`config.mk`:
```
export PLATFORM = sky130hd
export DESIGN_NAME = gpio_sense_ctrl
export DESIGN_NICKNAME = d
export VERILOG_FILES = /design/src/rtl/gpio_sense_pkg.sv /design/src/rtl/gpio_pin_sync.sv /design/src/rtl/gpio_port_sense.sv /design/src/rtl/gpio_sense_ctrl.sv
export SDC_FILE = /design/constraint.sdc
export NUM_CORES = 1
export LEC_CHECK = 0
export BUFFER_PORTS_ARGS = -buffer_cell sky130_fd_sc_hd__clkbuf_2
export CAP_MARGIN = 25
export CORE_ASPECT_RATIO = 0.5
export CORE_MARGIN = 4
export CORE_UTILIZATION = 45
export DETAILED_ROUTE_END_ITERATION = 12
export PLACE_DENSITY = 0.68
export SLEW_MARGIN = 0
export SYNTH_ARGS = -nofsm -noshare
export SYNTH_HDL_FRONTEND = slang
export SYNTH_SLANG_ARGS = --single-unit
```
`constraint.sdc`:
```
create_clock -name clk -period 2.2 [get_ports clk]
set_clock_uncertainty 0.2 [all_clocks]
set_input_delay 0.33 -clock clk [delete_from_list [all_inputs] [get_ports clk]]
set_output_delay 0.33 -clock clk [all_outputs]
set_load 0.02 [all_outputs]
```
`src/rtl/gpio_sense_pkg.sv`:
```
package gpio_sense_pkg;

    localparam int NUM_PORTS = 3;
    localparam int LINES     = 8;
    localparam int DATA_W    = 32;
    localparam int ADDR_W    = 8;
    localparam int REG_KINDS = 5;
    localparam int PORT_IW   = $clog2(NUM_PORTS);

    typedef enum logic [2:0] {
        RK_NONE   = 3'd0,
        RK_SENSE  = 3'd1,
        RK_POL    = 3'd2,
        RK_ACK    = 3'd3,
        RK_ENABLE = 3'd4,
        RK_STATUS = 3'd5
    } reg_kind_e;

    typedef struct packed {
        logic               hit;
        logic [PORT_IW-1:0] port;
        reg_kind_e          kind;
    } reg_sel_t;

    // First register of each port; the others follow at 4-byte steps
    // in the order sense, polarity, acknowledge, enable, status.
    function automatic logic [ADDR_W-1:0] port_base(input int p);
        case (p)
            0:       return 8'h90;
            1:       return 8'hAC;
            default: return 8'h4C;
        endcase
    endfunction

    function automatic reg_sel_t decode_addr(input logic [ADDR_W-1:0] a);
        reg_sel_t sel;
        sel = '{hit: 1'b0, port: '0, kind: RK_NONE};
        for (int p = 0; p < NUM_PORTS; p++) begin
            for (int k = 0; k < REG_KINDS; k++) begin
                if (a == port_base(p) + ADDR_W'(4 * k)) begin
                    sel.hit  = 1'b1;
                    sel.port = PORT_IW'(p);
                    sel.kind = reg_kind_e'(k + 1);
                end
            end
        end
        return sel;
    endfunction

endpackage

```
`src/rtl/gpio_pin_sync.sv`:
```
module gpio_pin_sync #(
    parameter int WIDTH = 8
) (
    input  logic             clk,
    input  logic             rst,
    input  logic [WIDTH-1:0] pin_async,
    output logic [WIDTH-1:0] pin_now,
    output logic [WIDTH-1:0] pin_prev
);
    logic [WIDTH-1:0] meta_q;

    always_ff @(posedge clk) begin
        if (rst) begin
            meta_q   <= '0;
            pin_now  <= '0;
            pin_prev <= '0;
        end else begin
            meta_q   <= pin_async;
            pin_now  <= meta_q;
            pin_prev <= pin_now;
        end
    end
endmodule

```
`src/rtl/gpio_port_sense.sv`:
```
module gpio_port_sense #(
    parameter int LINES = 8
) (
    input  logic             clk,
    input  logic             rst,
    input  logic [LINES-1:0] pin_now,
    input  logic [LINES-1:0] pin_prev,
    input  logic             wr_sense,
    input  logic             wr_pol,
    input  logic             wr_enable,
    input  logic             wr_ack,
    input  logic [LINES-1:0] wdata,
    output logic [LINES-1:0] sense_q,
    output logic [LINES-1:0] pol_q,
    output logic [LINES-1:0] enable_q,
    output logic [LINES-1:0] status
);
    logic [LINES-1:0] flag_q;
    logic [LINES-1:0] flag_d;
    logic [LINES-1:0] rise;
    logic [LINES-1:0] fall;
    logic [LINES-1:0] event_hit;
    logic [LINES-1:0] level_hit;
    logic [LINES-1:0] ack_mask;

    always_comb begin
        rise      = pin_now & ~pin_prev;
        fall      = ~pin_now & pin_prev;
        event_hit = (pol_q & rise) | (~pol_q & fall);
        level_hit = ~(pin_now ^ pol_q);
        ack_mask  = wr_ack ? wdata : '0;
        // a fresh event overrides the acknowledge of the same cycle
        // a disabled line holds no flag
        flag_d    = enable_q & sense_q & (event_hit | (flag_q & ~ack_mask));
        status    = enable_q & ((sense_q & flag_q) | (~sense_q & level_hit));
    end

    always_ff @(posedge clk) begin
        if (rst) begin
            sense_q  <= '0;
            pol_q    <= '0;
            enable_q <= '0;
            flag_q   <= '0;
        end else begin
            if (wr_sense)  sense_q  <= wdata;
            if (wr_pol)    pol_q    <= wdata;
            if (wr_enable) enable_q <= wdata;
            flag_q <= flag_d;
        end
    end
endmodule

```
`src/rtl/gpio_sense_ctrl.sv`:
```
module gpio_sense_ctrl
    import gpio_sense_pkg::*;
(
    input  logic              clk,
    input  logic              rst,
    input  logic [LINES-1:0]  pin_a,
    input  logic [LINES-1:0]  pin_b,
    input  logic [LINES-1:0]  pin_f,
    input  logic              bus_wr,
    input  logic [ADDR_W-1:0] bus_waddr,
    input  logic [DATA_W-1:0] bus_wdata,
    input  logic [ADDR_W-1:0] bus_raddr,
    output logic [DATA_W-1:0] bus_rdata,
    output logic              irq_ab,
    output logic [LINES-1:0]  irq_f
);
    localparam int PORT_A = 0;
    localparam int PORT_B = 1;
    localparam int PORT_F = 2;

    logic [LINES-1:0] pins_in  [NUM_PORTS];
    logic [LINES-1:0] pin_now  [NUM_PORTS];
    logic [LINES-1:0] pin_prev [NUM_PORTS];
    logic [LINES-1:0] sense_v  [NUM_PORTS];
    logic [LINES-1:0] pol_v    [NUM_PORTS];
    logic [LINES-1:0] enable_v [NUM_PORTS];
    logic [LINES-1:0] status_v [NUM_PORTS];

    reg_sel_t wsel;
    reg_sel_t rsel;
    logic     unused_wdata_hi;

    assign pins_in[PORT_A] = pin_a;
    assign pins_in[PORT_B] = pin_b;
    assign pins_in[PORT_F] = pin_f;
    assign wsel            = decode_addr(bus_waddr);
    assign rsel            = decode_addr(bus_raddr);
    // upper write data bits carry nothing
    assign unused_wdata_hi = ^bus_wdata[DATA_W-1:LINES];

    for (genvar p = 0; p < NUM_PORTS; p++) begin : g_port
        logic port_hit;
        assign port_hit = bus_wr && wsel.hit && (wsel.port == PORT_IW'(p));

        gpio_pin_sync #(.WIDTH(LINES)) u_sync (
            .clk      (clk),
            .rst      (rst),
            .pin_async(pins_in[p]),
            .pin_now  (pin_now[p]),
            .pin_prev (pin_prev[p])
        );

        gpio_port_sense #(.LINES(LINES)) u_sense (
            .clk      (clk),
            .rst      (rst),
            .pin_now  (pin_now[p]),
            .pin_prev (pin_prev[p]),
            .wr_sense (port_hit && wsel.kind == RK_SENSE),
            .wr_pol   (port_hit && wsel.kind == RK_POL),
            .wr_enable(port_hit && wsel.kind == RK_ENABLE),
            .wr_ack   (port_hit && wsel.kind == RK_ACK),
            .wdata    (bus_wdata[LINES-1:0]),
            .sense_q  (sense_v[p]),
            .pol_q    (pol_v[p]),
            .enable_q (enable_v[p]),
            .status   (status_v[p])
        );
    end

    // read mux; acknowledge and unmapped addresses return zero
    always_comb begin
        bus_rdata = '0;
        if (rsel.hit && (int'(rsel.port) < NUM_PORTS)) begin
            case (rsel.kind)
                RK_SENSE:  bus_rdata[LINES-1:0] = sense_v[rsel.port];
                RK_POL:    bus_rdata[LINES-1:0] = pol_v[rsel.port];
                RK_ENABLE: bus_rdata[LINES-1:0] = enable_v[rsel.port];
                RK_STATUS: bus_rdata[LINES-1:0] = status_v[rsel.port];
                default:   bus_rdata = '0;
            endcase
        end
    end

    // interrupt routing
    assign irq_ab = (|status_v[PORT_A]) | (|status_v[PORT_B]);
    assign irq_f  = status_v[PORT_F];
endmodule

```
* Word-level counts from Yosys, hierarchy flattened
Index checks and enable logic that the tools add are counted.
** Word-level totals
- Output and inout port bits :: 41
- Logic and storage cells :: 192
- Register bits after elaboration :: 168
- Input bits :: 75
** Operators by class
- Bitwise gates (word level) :: 62
- Eq/ne operators :: 40
- Magnitude comparators :: 2
- Muxes and demuxes :: 47
- Reduce and logical (&&, ||, !) cells :: 20
** Operator list (number)
- bitwise AND 8 bit :: 30
- two-way mux 6 bit :: 30
- == test 8 bit (second input constant) :: 20
- NOT 8 bit :: 18
- two-way mux 8 bit :: 12
- == test 8 x 7 -> 1 bit (second input constant) :: 10
- OR 8 bit :: 9
- binary-select mux 8 bit (select 2 bit) :: 4
- one-hot mux 8 bit (4 select lines) :: 1
- XOR 8 bit :: 3
- logical AND 1 bit :: 17
- OR reduction 8 bit :: 2
- == test 3 x 2 -> 1 bit (second input constant) :: 3
- == test 3 bit (second input constant) :: 3
- == test 3 x 1 -> 1 bit (second input constant) :: 2
- >= comparator 3 bit (second input constant) :: 1
- NOT 2 -> 3 bit :: 1
- == test 2 x 1 -> 1 bit (second input constant) :: 1
- == test 2 bit (second input constant) :: 1
- zero test 2 bit :: 1
- less-than comparator 2 bit (second input constant) :: 1
- OR 1 bit :: 1

* Longest topological paths before layout
Gate-level depths: netlist of run 1.
- Depth after elaboration :: 24
- Depth in mapped cells :: 8
- Depth with buffers taken out :: 5

* By module
A second synthesis of run 1 with hierarchy kept.
** Second synthesis, totals
- Cell total of the unflattened synthesis :: 871
- Area total of the unflattened synthesis :: 8421.8 µm²
** Modules (own cells, without submodules)
- gpio_port_sense :: cells each 167, sequential area each 640.6 µm², instances 3, area an instance 1566.5 µm²
- gpio_pin_sync :: cells each 50, sequential area each 480.5 µm², instances 3, area an instance 693.2 µm²
- gpio_sense_ctrl :: cells each 220, sequential area each 0.0 µm², instances 1, area an instance 1642.8 µm²

* Least setup slack after synthesis of run 1
No wires, ideal clock.
- Kind :: input-to-output
- Start point :: input bus_raddr[7]
- End point :: output bus_rdata[6]
- Slack :: -0.264 ns
- Cell stages on the path :: 8
- Data arrival time :: 1.934 ns
- Buffers on the path :: 3
- Data required time :: 1.670 ns
- Cells stage by stage :: clkbuf_1 -> and3b_1 -> buf_2 -> o211ai_1 -> clkbuf_1 -> a32oi_1 -> a21bo_2 -> nand4_1
** Between the ends
- Cells in the longest elaborated chain, start to end :: 21
- Elaborated cells on any way between the ends :: 51
- Those cells by class :: order compare: 1; eq/ne: 19; mux: 29; bitwise: 1; reduce/logical: 1
** Ends and longest elaborated chain
- from (decl) :: line gpio_sense_ctrl.sv:12 : input logic [ADDR_W-1:0] bus_raddr,
- == test 8 bit :: line gpio_sense_pkg.sv:40 : if (a == port_base(p) + ADDR_W'(4 * k)) begin
- two-way mux 6 bit (13 in series) :: line gpio_sense_pkg.sv:40
- two-way mux 6 bit * :: line gpio_sense_pkg.sv:40
- NOT 2 -> 3 bit (implied by the code)
- binary-select mux 8 bit (select 2 bit) (on tied branches)
- two-way mux 8 bit (on tied branches) (2 in series)
- one-hot mux 8 bit (4 select lines) :: line gpio_sense_ctrl.sv:74 : case (rsel.kind)
- two-way mux 8 bit * :: line gpio_sense_ctrl.sv:73 : if (rsel.hit && (int'(rsel.port) < NUM_PORTS)) begin
- to (decl) :: line gpio_sense_ctrl.sv:13 : output logic [DATA_W-1:0] bus_rdata,
Mark *: on every way between the ends. The rest lies on a longest branch, timed or not. The select of a mux whose other input is x is not followed.

* Worst setup path after layout of run 1
- Start point :: register g_port[0].u_sync.pin_now[3]
- End point :: output irq_ab
** Between the ends
- Cells in the longest elaborated chain, start to end :: 7
** Ends and longest elaborated chain
- from (decl) :: line gpio_pin_sync.sv:7 : output logic [WIDTH-1:0] pin_now,
- from (signal assigned) :: line gpio_pin_sync.sv:19 : pin_now <= meta_q;
- XOR 8 bit :: line gpio_port_sense.sv:30 : level_hit = ~(pin_now ^ pol_q);
- NOT 8 bit :: line gpio_port_sense.sv:30
- bitwise AND 8 bit :: line gpio_port_sense.sv:35 : status = enable_q & ((sense_q & flag_q) | (~sense_q & level_hit));
- OR 8 bit :: line gpio_port_sense.sv:35
- bitwise AND 8 bit :: line gpio_port_sense.sv:35
- OR reduction 8 bit :: line gpio_sense_ctrl.sv:85 : assign irq_ab = (|status_v[PORT_A]) | (|status_v[PORT_B]);
- OR 1 bit :: line gpio_sense_ctrl.sv:85
- to (decl) :: line gpio_sense_ctrl.sv:14 : output logic irq_ab,
No other way between the ends.

==> results of run 1 <==
==> timing repair <==
item                                   in CTS  in global routing
pin swaps                                  23                 36
cloned                                      0                  3
endpoints found under the hold margin      24                  0
setup buffers                               4                  8
resized for setup                          74                 64
hold buffers                               24                  0
setup endpoints to repair                   9                 10
==> registers in the layout, indices dropped and copies added (netlist names) <==
register	count
g_port.u_sync.meta_q	24
g_port.u_sense.sense_q	24
g_port.u_sense.flag_q	24
g_port.u_sync.pin_prev	24
g_port.u_sense.enable_q	24
g_port.u_sense.pol_q	24
g_port.u_sync.pin_now	24
==> worst max path at each step <==
stage	to	slack, ns	cells after the start
after global placement	bus_rdata[5]	-0.26	7
after global routing	irq_ab	-0.46	6
after floorplan	bus_rdata[6]	-0.12	8
after detailed placement	bus_rdata[5]	-0.28	7
final	irq_ab	-0.39	6
after CTS	irq_ab	-0.45	6
==> synthesized netlist by cell type, drive strengths merged (3+ instances only) <==
cell type,instances
o2bb2ai,6
and3,13
nor4,3
a2bb2oi,3
o211ai,21
nor2,73
xor2,16
nand4,18
clkbuf,47
nor3b,12
dfxtp,168
and2,28
a21bo,4
and3b,3
o2111ai,4
a311oi,6
buf,32
a211oi,12
o21a,3
nand2,61
a31oi,7
nor3,7
o21ai,56
o22ai,6
or3b,10
nand2b,33
nor2b,78
mux2i,50
inv,19
nand3,69
a221oi,9
xnor2,8
nand3b,10
a21oi,57
a22oi,9
==> tightest hold or removal path: stages <==
cell and delay (ns):
clkbuf_2 0.18, nand3_1 0.10, a21oi_1 0.06
==> per-layer routing <==
layer,share of wire [%],vias to the layer above,global-route usage [%]
li1,-,3790,-
met1,48,3743,37.3
met2,41,364,35.2
met3,9.6,38,7.60
met4,1.8,0,6.28
met5,0,-,0
==> power by group <==
| group | total [mW] | leakage, nW | internal [mW] | switching, mW |
|---|---|---|---|---|
| sequential | 3.13 | 1.38 | 3.09 | 0.0324 |
| combinational | 0.598 | 2.77 | 0.257 | 0.342 |
| clock | 2.95 | 0.277 | 1.67 | 1.28 |
| total | 6.67 | 4.42 | 5.02 | 1.65 |
==> logic make-up after synthesis <==
family	after synthesis
AO/OA/AOI/OAI	215
buffers and inverters	98
other	1
XOR/XNOR	24
multiplexers	50
flip-flops	168
AND/OR/NAND/NOR	428
==> area by class of cell <==
cell class,count,area (um2),share of cell area (%)
clock buffer,21,470,4.25
multi-input combinational,741,4930,44.6
inverter,19,71.3,0.645
clock inverter,11,114,1.03
sequential,168,3400,30.7
timing repair buffer,207,1780,16.1
tap,234,293,2.65
==> metrics by stage <==
step | utilization [%] | setup slack (ns)
after floorplan | - | -0.115
after CTS | 60.5 | -0.448
final | 62.3 | -0.389
after detailed placement | 54.1 | -0.279
after global placement | 54.1 | -0.256
after global routing | 62.3 | -0.462
==> placed cells by master (no fill, tap or decap), types with 11 or more instances in the layout <==
master,n
dfxtp_1,148
o211ai_1,18
buf_4,93
and2_1,20
nand3_1,67
a21oi_1,54
nand4_1,18
nand2b_1,33
xor2_1,11
inv_1,19
nor2_1,72
dlygate4sd3_1,24
and3_1,11
nor2b_1,77
mux2i_1,49
buf_12,12
conb_1,24
o21ai_0,40
clkbuf_2,51
dfxtp_2,17
nand2_1,60
clkbuf_16,19
==> flow_summary.toml, run 1 <==
[setup_path]
rr_worst_depth = 3
startpoint = "g_port[0].u_sync.pin_now[3]"
r2r_setup_slack_ns = 0.69
path_max_fanout = 4
crit_type = "flop to output pin"
worstPathCellList = "xor2_2 > o21ai_2 > nor4_2 > nand4_1 > or3_1 > buf_2"
crit_required_ns = 1.67
crit_family = "simple AND/OR/NAND/NOR gates"
cp-start-kind = "flop"
r2r_end = "g_port[0].u_sense.flag_q[4]"
cp.buffers_inverters = 1
r2r-start = "g_port[0].u_sense.pol_q[4]"
cp-end-kind = "output pin"
max_stage_delay_ns = 0.38
critPathArrivalTime_ns = 2.06
crit_path_top_delay_cell = "dfxtp_4"

[clock_tree]
cts_root_buf = "clkbuf_16"
clk_pin_slew_worst_paths_ns = 0.07
cts_tree = "built"
clk-insertion-delay-late_ns = 0.43
cts_max_level = 4
cts_buffers = 17
clock_path_buffers = 2
cts.sinks = 168

[drt]
routed-via-count = 7935
via_per_inst = 5.66
detail_route.wl_per_cell_um = 19.3
drtIter0Drc = 686
ant_nets = 0
wl_um = 27000
detail_route.first_pass.iterations = 5
drc = 0

[layout]
n_fill_cell = 1497
nets = 1229
antenna_cells = 0
stdcell_count = 1401
area_growth_pct = 32.8
drive_above_1_share_pct = 26.9
final_cell_area_mm2 = 0.0111

[global_routing]
grt-ovfl-total = 0
grt_pass1_vias = 7475
antenna_found_initial = 0
grt_pass1_wl_um = 41500
grtUsageTotal_pct = 25.1
grt_start_max_net_pins = 51

[die]
pin_count = 116
die_x_um = 200
core_region_area_mm2 = 0.0177
die_h_um = 104
rows = 34
die_area_mm2 = 0.0209
initial_utilization_pct = 46.9

[synth]
ys_types = 66
synthXorXnorAreaFrac_pct = 2.53
synth_top_cell_by_area = "dfxtp_1"
synth_top_family_by_area = "simple AND/OR/NAND/NOR gates"
syn_area_mm2 = 0.00832
synth_adder_area_share_pct = 0
synth.area.mux_share_pct = 6.01
synth-simple-area-share_pct = 28.5
yosys-top-cells-area = "dfxtp_1 (40%), mux2i_1 (6.0%), nor2b_1 (5.9%), nand3_1 (4.1%), a21oi_1 (3.4%)"
netlist_instances = 984
ys_ff_latch = 168
ys.flop_type = "dfxtp_1"
avgSynthCellArea_um2 = 8.46
synth_edf_count = 0
synth_top_area_share_pct = 40.4
async_flop_share_pct = 0
synth_warnings = 0
synth_compound_area_share_pct = 16.8
synth-seq-area-share_pct = 40.4

[sta]
timing.setup.tns_ns = -2.17
setup_viol = 9
grt_setup_unrepaired = "true"
min_period_ns = 2.59
postLayoutSetupSlackWorst_ns = -0.389
hold_viol_final = 0
timing.final.max_slew_violations = 0
post-route-period-util_pct = 118
fmax_mhz = 386
holdWs_ns = 0.0717

[placed_design]
dpl.cell_count = 1330
place_area_mm2 = 0.00960
io_buffers = 67
dp_hpwl_um = 18600
routabilityCongestion = 0.928

[worst_hold_path]
hold_class = "primary input to flop"
worstHoldEndpoint = "g_port[1].u_sense.sense_q[7]"
hold_path_depth = 3
hp-start = "bus_wdata[7]"

[run_status]
violations = "negative setup slack"
status = "finished with violations"

[power]
vdd_drop_max_v = 0.000487
p_per_area_mw_per_mm2 = 603
power_mw = 6.67
p_leak_nw = 4.42

[job]
drv_cap = 0
No activity file was read; power rests on OpenSTA's default activity.
==> run 2: changes to the inputs <==
--- a/config.mk
+++ b/config.mk
@@ -11,8 +11,9 @@
 export CORE_MARGIN = 4
 export CORE_UTILIZATION = 45
 export DETAILED_ROUTE_END_ITERATION = 12
-export PLACE_DENSITY = 0.68
+export PLACE_DENSITY = 0.67
 export SLEW_MARGIN = 0
 export SYNTH_ARGS = -nofsm -noshare
 export SYNTH_HDL_FRONTEND = slang
+export SYNTH_HIERARCHICAL = 1
 export SYNTH_SLANG_ARGS = --single-unit
==> run 2 against run 1 <==
Effect of this change: the flow still finishes with violations (negative setup slack); cell count is 6.4% lower; power is 0.97% higher; worst setup slack worse by 0.019 ns; first-iteration DRC count is 31% lower; critical path type unchanged; routed wire length is 17% lower; hold slack worse by 0.061 ns.
==> flow_summary.toml, run 2 <==
[synth]
synth-seq-area-share_pct = 39.9
avgSynthCellArea_um2 = 9.67
synth_edf_count = 0
ys.flop_type = "dfxtp_1"
ys_ff_latch = 168
synth_warnings = 6
netlist_instances = 871
synth_top_cell_by_area = "dfxtp_1"
yosysMostFrequentCell = "dfxtp_1"
synthTopCellsByCount = "dfxtp_1 (168), nor2_1 (108), nand2_1 (77)"
async_flop_share_pct = 0
yosys-top-cells-area = "dfxtp_1 (40%), mux2i_1 (8.6%), nor2_1 (4.8%), nor2b_2 (4.4%), a221oi_2 (3.7%)"
synth_top_area_share_pct = 39.9
syn_area_mm2 = 0.00842
ys_types = 65

[die]
die_h_um = 105
die_area_mm2 = 0.0211
pin_count = 116
core_region_area_mm2 = 0.0184
initial_utilization_pct = 45.8
rows = 35
die_x_um = 201

[setup_path]
crit_required_ns = 1.67
r2r_setup_slack_ns = 0.87
cp-start-kind = "flop"
rr_worst_depth = 5
r2r-start = "g_port[2].u_sense/pol_q[4]"
crit_path_top_delay_cell = "dfxtp_4"
crit_type = "flop to output pin"
worstPathCellList = "xor2_1 > o21ai_1 > and2_4 > a22o_1 > a22oi_2 > o22ai_1 > a311o_1 > clkbuf_8"
crit_family = "compound AO/OA/AOI/OAI gates"
critPathArrivalTime_ns = 2.08
max_stage_delay_ns = 0.37
path_max_fanout = 2
cp-end-kind = "output pin"
cp.buffers_inverters = 1
r2r_end = "g_port[2].u_sense/flag_q[4]"

[run_status]
violations = "negative setup slack"
status = "finished with violations"

[sta]
max_slew_margin_pct = 63.9
post-route-period-util_pct = 119
setup_viol = 11
timing.final.max_slew_violations = 0
fmax_mhz = 384
grt_setup_unrepaired = "true"
min_period_ns = 2.61
holdWs_ns = 0.0104
timing.setup.tns_ns = -2.87
postLayoutSetupSlackWorst_ns = -0.407
worst_pin_slew_ns = 0.541
hold_viol_final = 0

[clock_tree]
cts_buffers = 17
cts.sinks = 168
clock_path_buffers = 2
clk-insertion-delay-late_ns = 0.43
cts_root_buf = "clkbuf_16"
cts_max_level = 4
clk_pin_slew_worst_paths_ns = 0.07
cts_tree = "built"

[global_routing]
grt_pass1_wl_um = 35100
antenna_found_initial = 0
grt-ovfl-total = 0
grtUsageTotal_pct = 20.6
grt_pass1_vias = 6605
grt_start_max_net_pins = 55

[power]
p_leak_nw = 4.32
vdd_drop_max_v = 0.000603
power_mw = 6.73
p_per_area_mw_per_mm2 = 601

[worst_hold_path]
hp-start = "rst"
hold_class = "primary input to flop"
worstHoldEndpoint = "g_port[0].u_sync/pin_now[0]"
hold_path_depth = 2

[layout]
drive_above_1_share_pct = 40.2
final_common_cell = "dfxtp_1"
layout_common_cells = "dfxtp_1 (132), buf_4 (112), nor2_1 (105)"
antenna_cells = 0
nets = 1134
final_cell_area_mm2 = 0.0112
area_growth_pct = 33.2

[placed_design]
place_area_mm2 = 0.00976
dp_hpwl_um = 15600
routabilityCongestion = 0.921
post-place-ws_ns = -0.354
io_buffers = 67

[drt]
detail_route.wl_per_cell_um = 17.0
drc = 0
detail_route.first_pass.iterations = 5
drtIter0Drc = 472
wl_um = 22300
via_per_inst = 5.36
ant_nets = 0
routed-via-count = 7037

[job]
drv_cap = 0
==> run 2: changes by cell type in the layout (fill, tap and decap cells not counted), moves of 31 or more <==
cell | previous run | this run
a22o_1 | 0 | 34
nor2b_1 | 77 | 19
nand2b_1 | 33 | 2
nor2b_2 | 1 | 42
nand3_1 | 67 | 1
a21oi_1 | 54 | 3
nor2_1 | 72 | 105
==> run 2: cells by family after synthesis <==
kind of cell / after synthesis / synth area share [%]
xor gates and xnor gates: 25 / 2.60
AOI/OAI and AO/OA: 160 / 16.6
buffers and inverters: 74 / 6.54
muxes: 72 / 8.56
and+or+nand+nor: 371 / 25.7
DFF: 168 / 39.9
other: 1 / 0.0445
==> run 2: repair_timing <==
item                       4_1_cts  5_1_grt
hold buffers                    24        0
gates resized for setup         79       79
pin swaps                       39       64
hold endpoints to repair        24        0
setup endpoints to repair        9       36
setup buffers                   12        7
==> run 2: power by group <==
group / switching (mW) / internal, mW
Clock: 1.32 / 1.74
Sequential: 0.0317 / 3.09
Combinational: 0.305 / 0.252
Total: 1.65 / 5.08
==> run 2: routing by layer <==
| layer | routed length, um | vias up | track usage [%] |
|---|---|---|---|
| li1 | - | 3408 | - |
| met5 | 0 | - | 0 |
| met2 | 9690 | 193 | 30.0 |
| met3 | 1410 | 29 | 4.19 |
| met4 | 323 | 0 | 5.85 |
| met1 | 10900 | 3407 | 30.8 |
==> run 2: metrics by stage <==
| stage | instances | utilization, % |
|---|---|---|
| final | 1312 | 61.0 |
| after floorplan | 894 | - |
| after detailed placement | 1237 | 53.1 |
| after global routing | 1312 | 61.0 |
| after global placement | 1237 | 53.1 |
| after CTS | 1305 | 59.1 |
==> run 2: cell type report <==
type	count	area (um2)
Clock buffer	19	443
Clock inverter	13	156
Fill cell	1509	7180
Inverter	1	3.75
Multi-Input combinational cell	652	5080
Sequential cell	168	3420
Tap cell	240	300
Timing Repair Buffer	219	1810
==> run 2: worst max-delay path by stage <==
stage	from	to	slack, ns	cells past startpoint
final	g_port[1].u_sync/pin_now[6]	bus_rdata[6]	-0.41	8
after global routing	g_port[1].u_sync/pin_now[6]	bus_rdata[6]	-0.50	8
after CTS	g_port[2].u_sense/pol_q[6]	bus_rdata[6]	-0.43	8
after detailed placement	bus_waddr[7]	g_port[2].u_sense/flag_q[5]	-0.35	11
after global placement	bus_raddr[7]	bus_rdata[2]	-0.33	8
after floorplan	bus_waddr[3]	g_port[1].u_sense/flag_q[0]	-0.10	10
